### src/rtl/bct_pkg.sv
package bct_pkg;
  localparam int FW = 8;

  typedef struct packed {
    logic [FW-1:0] lat;
    logic [FW-1:0] pwd;
    logic [FW-1:0] pgs;
    logic [FW-1:0] rls;
  } dom_timing_t;

  typedef enum logic [1:0] {DOM_NONE = 2'd0, DOM_ONE = 2'd1, DOM_TWO = 2'd2} dom_e;

  localparam logic [31:0] D1A_LO = 32'h0600_0000, D1A_HI = 32'h07FF_FFFF;
  localparam logic [31:0] D1B_LO = 32'h1000_0000, D1B_HI = 32'h1FBF_FFFF;
  localparam logic [31:0] D2A_LO = 32'h0500_0000, D2A_HI = 32'h05FF_FFFF;
  localparam logic [31:0] D2B_LO = 32'h0800_0000, D2B_HI = 32'h0FFF_FFFF;

  function automatic dom_e map_domain(input logic [31:0] a);
    if ((a >= D1A_LO && a <= D1A_HI) || (a >= D1B_LO && a <= D1B_HI)) return DOM_ONE;
    if ((a >= D2A_LO && a <= D2A_HI) || (a >= D2B_LO && a <= D2B_HI)) return DOM_TWO;
    return DOM_NONE;
  endfunction
endpackage

### src/rtl/bct_regs.sv
module bct_regs
  import bct_pkg::*;
#(
  parameter int OFF_W = 8,
  parameter int BASE  = 'h14,
  parameter int STEP  = 4
) (
  input  logic             clk,
  input  logic             rst,
  input  logic             cfg_we,
  input  logic [OFF_W-1:0] cfg_off,
  input  logic [FW-1:0]    cfg_byte,
  output dom_timing_t      t_one,
  output dom_timing_t      t_two
);
  localparam int NREG = 8;
  logic [FW-1:0] r [NREG];

  for (genvar i = 0; i < NREG; i++) begin : g_reg
    localparam logic [OFF_W-1:0] OFF_I = OFF_W'(BASE + i * STEP);
    always_ff @(posedge clk) begin
      if (rst) r[i] <= '0;
      else if (cfg_we && cfg_off == OFF_I) r[i] <= cfg_byte;
    end
  end

  assign t_one = '{lat: r[0], pwd: r[1], pgs: r[2], rls: r[3]};
  assign t_two = '{lat: r[4], pwd: r[5], pgs: r[6], rls: r[7]};
endmodule

### src/rtl/bct_select.sv
module bct_select
  import bct_pkg::*;
#(
  parameter int LEN_W = 24
) (
  input  logic             clk,
  input  logic             rst,
  input  logic             req_start,
  input  logic [31:0]      req_addr,
  input  logic [LEN_W-1:0] req_len,
  input  dom_timing_t      t_one,
  input  dom_timing_t      t_two,
  output logic             s_valid,
  output logic             s_err,
  output logic [LEN_W-1:0] s_len,
  output dom_timing_t      s_t
);
  dom_e dom;
  assign dom = map_domain(req_addr);

  always_ff @(posedge clk) begin
    if (rst) begin
      s_valid <= 1'b0;
      s_err   <= 1'b0;
      s_len   <= '0;
      s_t     <= '0;
    end else begin
      s_valid <= req_start;
      if (req_start) begin
        s_err <= (dom == DOM_NONE);
        s_len <= req_len;
        s_t   <= (dom == DOM_TWO) ? t_two : t_one;
      end
    end
  end
endmodule

### src/rtl/bct_cost.sv
module bct_cost
  import bct_pkg::*;
#(
  parameter int LEN_W = 24,
  parameter int CNT_W = 40
) (
  input  logic             clk,
  input  logic             rst,
  input  logic             s_valid,
  input  logic             s_err,
  input  logic [LEN_W-1:0] s_len,
  input  dom_timing_t      s_t,
  output logic             res_valid,
  output logic             res_err,
  output logic [CNT_W-1:0] res_count
);
  localparam int SH_W = FW + 1;
  localparam logic [SH_W-1:0] SH_LIM = SH_W'(LEN_W);
  localparam int PP_W = FW + 1;
  localparam int PH_W = FW + 2;

  // page and beat counts
  logic [SH_W-1:0]  sh;
  logic [LEN_W-1:0] low_mask, pages_c;
  logic [PP_W-1:0]  per_page_c;
  logic [PH_W-1:0]  per_half_c;

  always_comb begin
    sh       = {1'b0, s_t.pgs} + SH_W'(2);
    low_mask = ~({LEN_W{1'b1}} << sh);
    if (sh >= SH_LIM) pages_c = LEN_W'(|s_len);
    else              pages_c = (s_len >> sh) + LEN_W'(|(s_len & low_mask));
    per_page_c = {1'b0, s_t.lat} + PP_W'(14 + 1 + 5);
    per_half_c = {2'b0, s_t.pwd} + {2'b0, s_t.rls} + PH_W'(2);
  end

  logic             v2, e2;
  logic [LEN_W-1:0] pages2, halves2;
  logic [PP_W-1:0]  per_page2;
  logic [PH_W-1:0]  per_half2;

  always_ff @(posedge clk) begin
    if (rst) begin
      v2 <= 1'b0; e2 <= 1'b0;
      pages2 <= '0; halves2 <= '0; per_page2 <= '0; per_half2 <= '0;
    end else begin
      v2        <= s_valid;
      e2        <= s_err;
      pages2    <= pages_c;
      halves2   <= s_len >> 1;
      per_page2 <= per_page_c;
      per_half2 <= per_half_c;
    end
  end

  // multiply, sum and scale by three halves
  logic [CNT_W-1:0] raw, scaled;
  always_comb begin
    raw    = CNT_W'(per_page2) * CNT_W'(pages2) + CNT_W'(per_half2) * CNT_W'(halves2);
    scaled = raw + (raw >> 1);
  end

  always_ff @(posedge clk) begin
    if (rst) begin
      res_valid <= 1'b0;
      res_err   <= 1'b0;
      res_count <= '0;
    end else begin
      res_valid <= v2;
      res_err   <= v2 & e2;
      res_count <= (v2 && !e2) ? scaled : '0;
    end
  end
endmodule

### src/rtl/bct_countdown.sv
module bct_countdown #(
  parameter int CNT_W = 40
) (
  input  logic             clk,
  input  logic             rst,
  input  logic             load,
  input  logic [CNT_W-1:0] value,
  output logic             busy,
  output logic             done
);
  logic [CNT_W-1:0] cnt;

  always_ff @(posedge clk) begin
    if (rst) begin
      busy <= 1'b0;
      done <= 1'b0;
      cnt  <= '0;
    end else begin
      done <= 1'b0;
      if (load) begin
        busy <= 1'b1;
        cnt  <= value;
      end else if (busy) begin
        if (cnt == '0) begin
          busy <= 1'b0;
          done <= 1'b1;
        end else begin
          cnt <= cnt - 1'b1;
        end
      end
    end
  end
endmodule

### src/rtl/bus_cost_timer.sv
module bus_cost_timer
  import bct_pkg::*;
#(
  parameter int LEN_W = 24,
  parameter int CNT_W = 40
) (
  input  logic             clk,
  input  logic             rst,
  input  logic             cfg_we,
  input  logic [7:0]       cfg_off,
  input  logic [31:0]      cfg_data,
  input  logic             req_start,
  input  logic [31:0]      req_addr,
  input  logic [LEN_W-1:0] req_len,
  output logic             res_valid,
  output logic             res_err,
  output logic [CNT_W-1:0] res_count,
  output logic             cd_busy,
  output logic             cd_done
);
  dom_timing_t      t_one, t_two, s_t;
  logic             s_valid, s_err;
  logic [LEN_W-1:0] s_len;
  logic             unused_cfg_hi;

  assign unused_cfg_hi = ^cfg_data[31:FW];

  bct_regs #(.OFF_W(8)) u_regs (
    .clk(clk), .rst(rst), .cfg_we(cfg_we), .cfg_off(cfg_off),
    .cfg_byte(cfg_data[FW-1:0]), .t_one(t_one), .t_two(t_two)
  );

  bct_select #(.LEN_W(LEN_W)) u_sel (
    .clk(clk), .rst(rst), .req_start(req_start), .req_addr(req_addr),
    .req_len(req_len), .t_one(t_one), .t_two(t_two),
    .s_valid(s_valid), .s_err(s_err), .s_len(s_len), .s_t(s_t)
  );

  bct_cost #(.LEN_W(LEN_W), .CNT_W(CNT_W)) u_cost (
    .clk(clk), .rst(rst), .s_valid(s_valid), .s_err(s_err), .s_len(s_len),
    .s_t(s_t), .res_valid(res_valid), .res_err(res_err), .res_count(res_count)
  );

  bct_countdown #(.CNT_W(CNT_W)) u_cd (
    .clk(clk), .rst(rst), .load(res_valid & ~res_err), .value(res_count),
    .busy(cd_busy), .done(cd_done)
  );
endmodule

### config.mk
export PLATFORM = sky130hd
export DESIGN_NAME = bus_cost_timer
export DESIGN_NICKNAME = d
export VERILOG_FILES = /design/src/rtl/bct_pkg.sv /design/src/rtl/bct_regs.sv /design/src/rtl/bct_select.sv /design/src/rtl/bct_cost.sv /design/src/rtl/bct_countdown.sv /design/src/rtl/bus_cost_timer.sv
export SDC_FILE = /design/constraint.sdc
export NUM_CORES = 2
export LEC_CHECK = 0
export ABC_AREA = 0
export BUFFER_PORTS_ARGS = -buffer_cell sky130_fd_sc_hd__buf_2
export CAP_MARGIN = 0
export CORE_MARGIN = 4
export CORE_UTILIZATION = 54
export CTS_CLUSTER_DIAMETER = 150
export DETAILED_ROUTE_END_ITERATION = 16
export PLACE_DENSITY_LB_ADDON = 0.3
export SLEW_MARGIN = 20
export SYNTH_ARGS = -nofsm -noshare
export SYNTH_HDL_FRONTEND = slang
export SYNTH_SLANG_ARGS = --single-unit
### constraint.sdc
create_clock -name clk -period 9.02 [get_ports clk]
set_clock_uncertainty 0.05 [all_clocks]
set_input_delay 0.902 -clock clk [delete_from_list [all_inputs] [get_ports clk]]
set_output_delay 0.902 -clock clk [all_outputs]
set_load 0.1 [all_outputs]
Word-level counts from Yosys, hierarchy flattened. Memory sizes are Yosys's and may differ from the RTL's. Cells that the tools add are included.

Register bits: 211. RAM bits: 64. Input port bits: 100. Logic and storage cells: 143. Memories kept: 1.

Memory list: u_regs.r (words 8, bits a word 8, rd ports 8, clocked after Yosys merged registers in 0, wr ports 8, line bct_regs.sv:17) `logic [FW-1:0] r [NREG];`.

Add/sub/neg operators: 8. Multiply operators: 2. Order comparisons: 9. Equality and inequality tests: 10. Shift-type cells: 2. Muxes and demuxes: 50. Bitwise operators: 15. Reduce and logical (&&, ||, !) cells: 25.

Operators by type and width (number): 40-bit 2-to-1 mux (3); 32-bit by 27-bit >= comparator with 1-bit output (second input constant) (2); 32-bit by 27-bit less-or-equal comparator with 1-bit output (second input constant) (2); 8-bit 2-to-1 mux (8); 24-bit OR reduction (2); 40-bit by 39-bit adder with 40-bit output (1); 8-bit by 6-bit equality test with 1-bit output (second input constant) (5); 40-bit logical NOT (1); 40-bit by 1-bit subtractor with 40-bit output (second input constant) (1); 33-bit by 34-bit adder with 35-bit output (1); 10-bit by 24-bit multiplier with 34-bit output (1); 1-bit 2-to-1 mux (34); 9-bit by 24-bit multiplier with 33-bit output (1); 32-bit by 28-bit >= comparator with 1-bit output (second input constant) (1); 32-bit by 29-bit >= comparator with 1-bit output (second input constant) (1); 32-bit by 28-bit less-or-equal comparator with 1-bit output (second input constant) (1); 32-bit by 29-bit less-or-equal comparator with 1-bit output (second input constant) (1); 32-bit 2-to-1 mux (1); 24-bit by 1-bit adder with 24-bit output (1); 24-bit bitwise AND (1); 8-bit by 5-bit equality test with 1-bit output (second input constant) (3); 24-bit NOT (1); 24-bit by 9-bit left shift with 24-bit output (first input constant) (1); 24-bit by 9-bit >> shifter with 24-bit output (1); 19 further kinds (46).

Longest topological paths before layout.
Depth in word-level cells: 9. Mapped depth: 36. Mapped depth without buffers: 35.

Modules after synthesis. A second synthesis with hierarchy kept.

Cell total of the unflattened synthesis: 3282. Area total of the unflattened synthesis: 29678.5 µm².

By module, submodules not included: bct_cost (instances 1, cells an instance 2528, area each 21531.9 µm², seq. area each 2102.0 µm²); bct_select (instances 1, cells an instance 279, area each 2966.6 µm², seq. area each 1161.1 µm²); bct_regs (instances 1, cells an instance 164, area each 2597.5 µm², seq. area each 1921.8 µm²); bct_countdown (instances 1, cells an instance 310, area each 2568.7 µm², seq. area each 840.8 µm²); bus_cost_timer (instances 1, cells an instance 1, area each 13.8 µm², seq. area each 0.0 µm²).

Worst setup path after synthesis. Ideal clock, no wire load.

Path type: reg-to-reg. Start: register u_cost.per_page2[3]. End: register u_cost.res_count[32]. Setup time: 0.123 ns. Arrival: 8.051 ns. Required time: 8.847 ns. Path slack: 0.796 ns. Cell stages (with the launch flop): 36. Clock period less this slack: 8.224 ns. Cells stage by stage: dfxtp_1 -> clkbuf_1 -> and2_1 -> fa_1 -> inv_1 -> fa_1 -> fa_1 -> inv_1 -> fa_1 -> fa_1 -> inv_1 -> fa_1 -> inv_1 -> ha_1 -> a21oi_1 -> nor2b_1 -> or2_2 -> o21a_1 -> o21ai_0 -> nand2b_1 -> a21oi_1 -> o21bai_1 -> xor2_1 -> ha_1 -> and4_1 -> nand2_1 -> nor2_1 -> o21ai_0 -> a41o_1 -> or2_2 -> o2111a_1 -> o31ai_4 -> o21ai_2 -> nor3_1 -> o31a_1 -> mux2_1.

Word-level cells in the longest chain between the ends: 3.

Ends and longest elaborated chain: start, declared (line bct_cost.sv:39) `logic [PP_W-1:0] per_page2;`; start signal, assigned (line bct_cost.sv:51) `per_page2 <= per_page_c;`; 9-bit by 24-bit multiplier with 33-bit output (line bct_cost.sv:59) `raw = CNT_W'(per_page2) * CNT_W'(pages2) + CNT_W'(per_half2) * CNT_W'(halves2);`; 33-bit by 34-bit adder with 35-bit output (line bct_cost.sv:59); 40-bit by 39-bit adder with 40-bit output (line bct_cost.sv:60) `scaled = raw + (raw >> 1);`; end signal, assigned (line bct_cost.sv:71) `res_count <= (v2 && !e2) ? scaled : '0;`; end, declared (line bct_cost.sv:15) `output logic [CNT_W-1:0] res_count`.

Every way passes these cells. A chain may end at the register's enable or synchronous reset.

Worst setup path in the final report.
Start: register u_cost.per_page2[6]. End: register u_cost.res_count[34].

Same word-level chain as after synthesis.

==> reports/metrics.cfg <==
[place]
dp_hpwl_microns=55300
io_buffers=93
routabilityCongestion=0.923
place_ws_ps=-60.2

[floorplanning]
chipWidth_microns=238
io_pins=144
rows=83
die_h_microns=238
coreArea_sq_um=51700
dieArea_sq_um=56500
initial_utilization=0.551

[sta]
period_share=0.952
setup_slack_ps=434
worst_pin_slew_ps=1040
rsz0062_at_grt=no
timing.hold.ws_ps=390
drv_slew=0
finalCriticalPeriod_ps=8590
setup_viol=0
hold_viol=0
slew-limit-headroom=0.308
timing.fmax_mhz=116

[worst_setup_path]
r2r_setup_slack_ps=430
setup.worst_path.start=u_cost.per_page2[6]
crit_top_cell=fa_1
worstSetupPathType=register to register
end_kind=register
r2r_end=u_cost.res_count[34]
worstPathArrival_ps=8970
cpPeakStageDelay_ps=550
worstSetupStartpointType=register
cp_data_required_time_ps=9410
path_max_fanout=23
critPathSlowestCell=fa_1
r2r_cells=34
endpoint=u_cost.res_count[34]
rr_startpoint=u_cost.per_page2[6]

[final_layout]
multiInputGateArea_sq_um=20000
fin_nets=3836
n_fill_cell=4485
final_core_util=0.594
final_common_cell=inv_1
final_cell_mix=inv_1 (502), fa_1 (375), nand2_1 (322)
syn2layout_area_growth_pct=7.83
register_area_sq_um=6040
final_layout_size_suffix_gt1_frac=0.0844

[global_routing]
grt_pass1_vias=22700
grtUsageTotal=0.241
antenna_found_initial=1
grt_max_degree=92
grt_pass1_wl_microns=113000
grt_overflow=0

[cts]
cts_tree=yes
ctsHoldBuffers=0
clk_latency_ps=570
clk_pin_slew_ps=60
clockRootBuffer=clkbuf_16
cts_buffers=30
cts_max_level=1
cts.path.max_buffers=3
clkSinkCount=269

[power_and_ir_drop]
leakagePower_uw=0.0147
cellPowerDensity_nw_per_um2=123
peakVddDrop_v=0.000140

[synthesis]
yosysSeqAreaShare=0.212
ys_ff_latch=269
synth-async-reset-ratio=0
synthDistinctLibCells=110
synth.avg_cell_area_sq_um=8.93
syn_area_sq_um=28500
ys.flop_type=dfxtp_1
yosysWarnings=0
synthCells=3187
synth_edf_count=64

[route]
vias=21900
wire_per_inst_microns=17.5
drc=0
ant_nets=0
drt_wl_total_microns=68500
via_per_inst=5.60
dr.pass1.iters=5
dr.first_iter.drc_count=1307

[status]
status=completed

[worst_hold_path]
min_path_type=register to register

[flow_run]
max_cap_violations=0

where the power goes:
group | internal (uW) | switching (uW) | leakage, uW
clock network | 803 | 498 | 0.000526
logic | 409 | 676 | 0.0119
registers | 1300 | 83.7 | 0.00229
total | 2510 | 1260 | 0.0147
critical path, delay by kind of cell (launching register included):
| kind | cells | cell delay, ps |
|---|---|---|
| buf+inv | 5 | 390 |
| compound gates | 10 | 1770 |
| simple gates | 10 | 1990 |
| fa+ha+maj | 8 | 3740 |
| xor+xnor | 1 | 160 |
| flops | 1 | 320 |
Yosys cell counts, drive strengths merged (9+ instances only):
cell type | count | area [sq um]
nand2b | 21 | 131
nand2 | 324 | 1220
a2111oi | 10 | 138
nand3 | 32 | 160
edfxtp | 64 | 1920
o21a | 11 | 82.6
a21oi | 91 | 470
a211oi | 83 | 641
xnor2 | 71 | 629
ha | 151 | 1890
inv | 503 | 1890
a311oi | 12 | 124
a21o | 24 | 181
nor3 | 58 | 300
o21ai | 61 | 313
dfxtp | 205 | 4100
nor2b | 44 | 275
and2 | 283 | 1770
a31oi | 12 | 96.3
and3 | 12 | 75.1
or3 | 23 | 149
nor2 | 247 | 937
mux2i | 79 | 791
o211ai | 12 | 90.1
nand4 | 13 | 87.6
clkbuf | 124 | 465
xor2 | 44 | 393
or2 | 11 | 68.8
nand3b | 9 | 80.1
fa | 375 | 7510
nor4 | 22 | 159
o21bai | 19 | 143
buf | 31 | 174
worst min path at each step:
stage               depth (start not counted)  slack (ps)        end          start
floorplan                                   1         360  u_cost.v2  u_sel.s_valid
global placement                            1         380  u_cost.v2  u_sel.s_valid
detailed placement                          1         380  u_cost.v2  u_sel.s_valid
CTS                                         1         400  u_cost.v2  u_sel.s_valid
global route                                1         410  u_cost.v2  u_sel.s_valid
finish                                      1         390  u_cost.v2  u_sel.s_valid
through the flow:
stage,TNS (ps),area [sq um],power [uW],std cells
after floorplan,0,28500,2190,3190
after global placement,0,29500,2450,3854
after detailed placement,-77.1,29500,2480,3854
after CTS,0,30600,3790,3909
after global routing,0,30700,3980,3913
final,0,30700,3770,3914
flip-flops by register name, indices dropped and copies added, names as in the netlist:
| signal | flops |
|---|---|
| u_cd.done | 1 |
| u_cost.e2 | 1 |
| u_cost.per_half2 | 10 |
| u_cost.res_err | 1 |
| u_cost.res_valid | 1 |
| u_sel.s_err | 1 |
| u_cost.res_count | 36 |
| u_cost.pages2 | 23 |
| u_cost.v2 | 1 |
| u_sel.s_len | 24 |
| u_regs.r | 64 |
| u_cost.halves2 | 23 |
| u_cd.cnt | 40 |
| u_sel.s_t | 32 |
| u_cost.per_page2 | 9 |
| u_cd.busy | 1 |
| u_sel.s_valid | 1 |
metal layers:
layer  vias up  share of wire  track usage
met5         -              0            0
met4         0          0.037       0.0853
met3       176          0.059       0.0381
met2       634           0.50        0.422
met1     10900           0.41        0.303
li1      10300              -            -
area by class of cell:
cell class	instances	area share
timing repair buffer	143	0.0283
clock inverter	11	0.00558
multi-input combinational	2261	0.651
clock buffer	44	0.0293
sequential	269	0.197
tap	680	0.0277
inverter	505	0.0617
antenna	1	0.0000815
kinds of logic after synthesis:
logic type      count (synthesis)  share of synthesized area
simple gates                 1126                      0.199
buf+inv                       660                     0.0890
fa+ha+maj                     527                      0.330
compound gates                401                      0.102
flops                         269                      0.212
xor+xnor                      116                     0.0367
mux                            87                     0.0313
other cells                     1                   0.000132
timing repair:
item                       CTS  global route
setup endpoints to repair    5             8
gates resized for setup      1            19
hold endpoints to repair     0             0
buffers inserted             0             4
pin swaps                    0             4
Power figures use the tool's default switching activity.
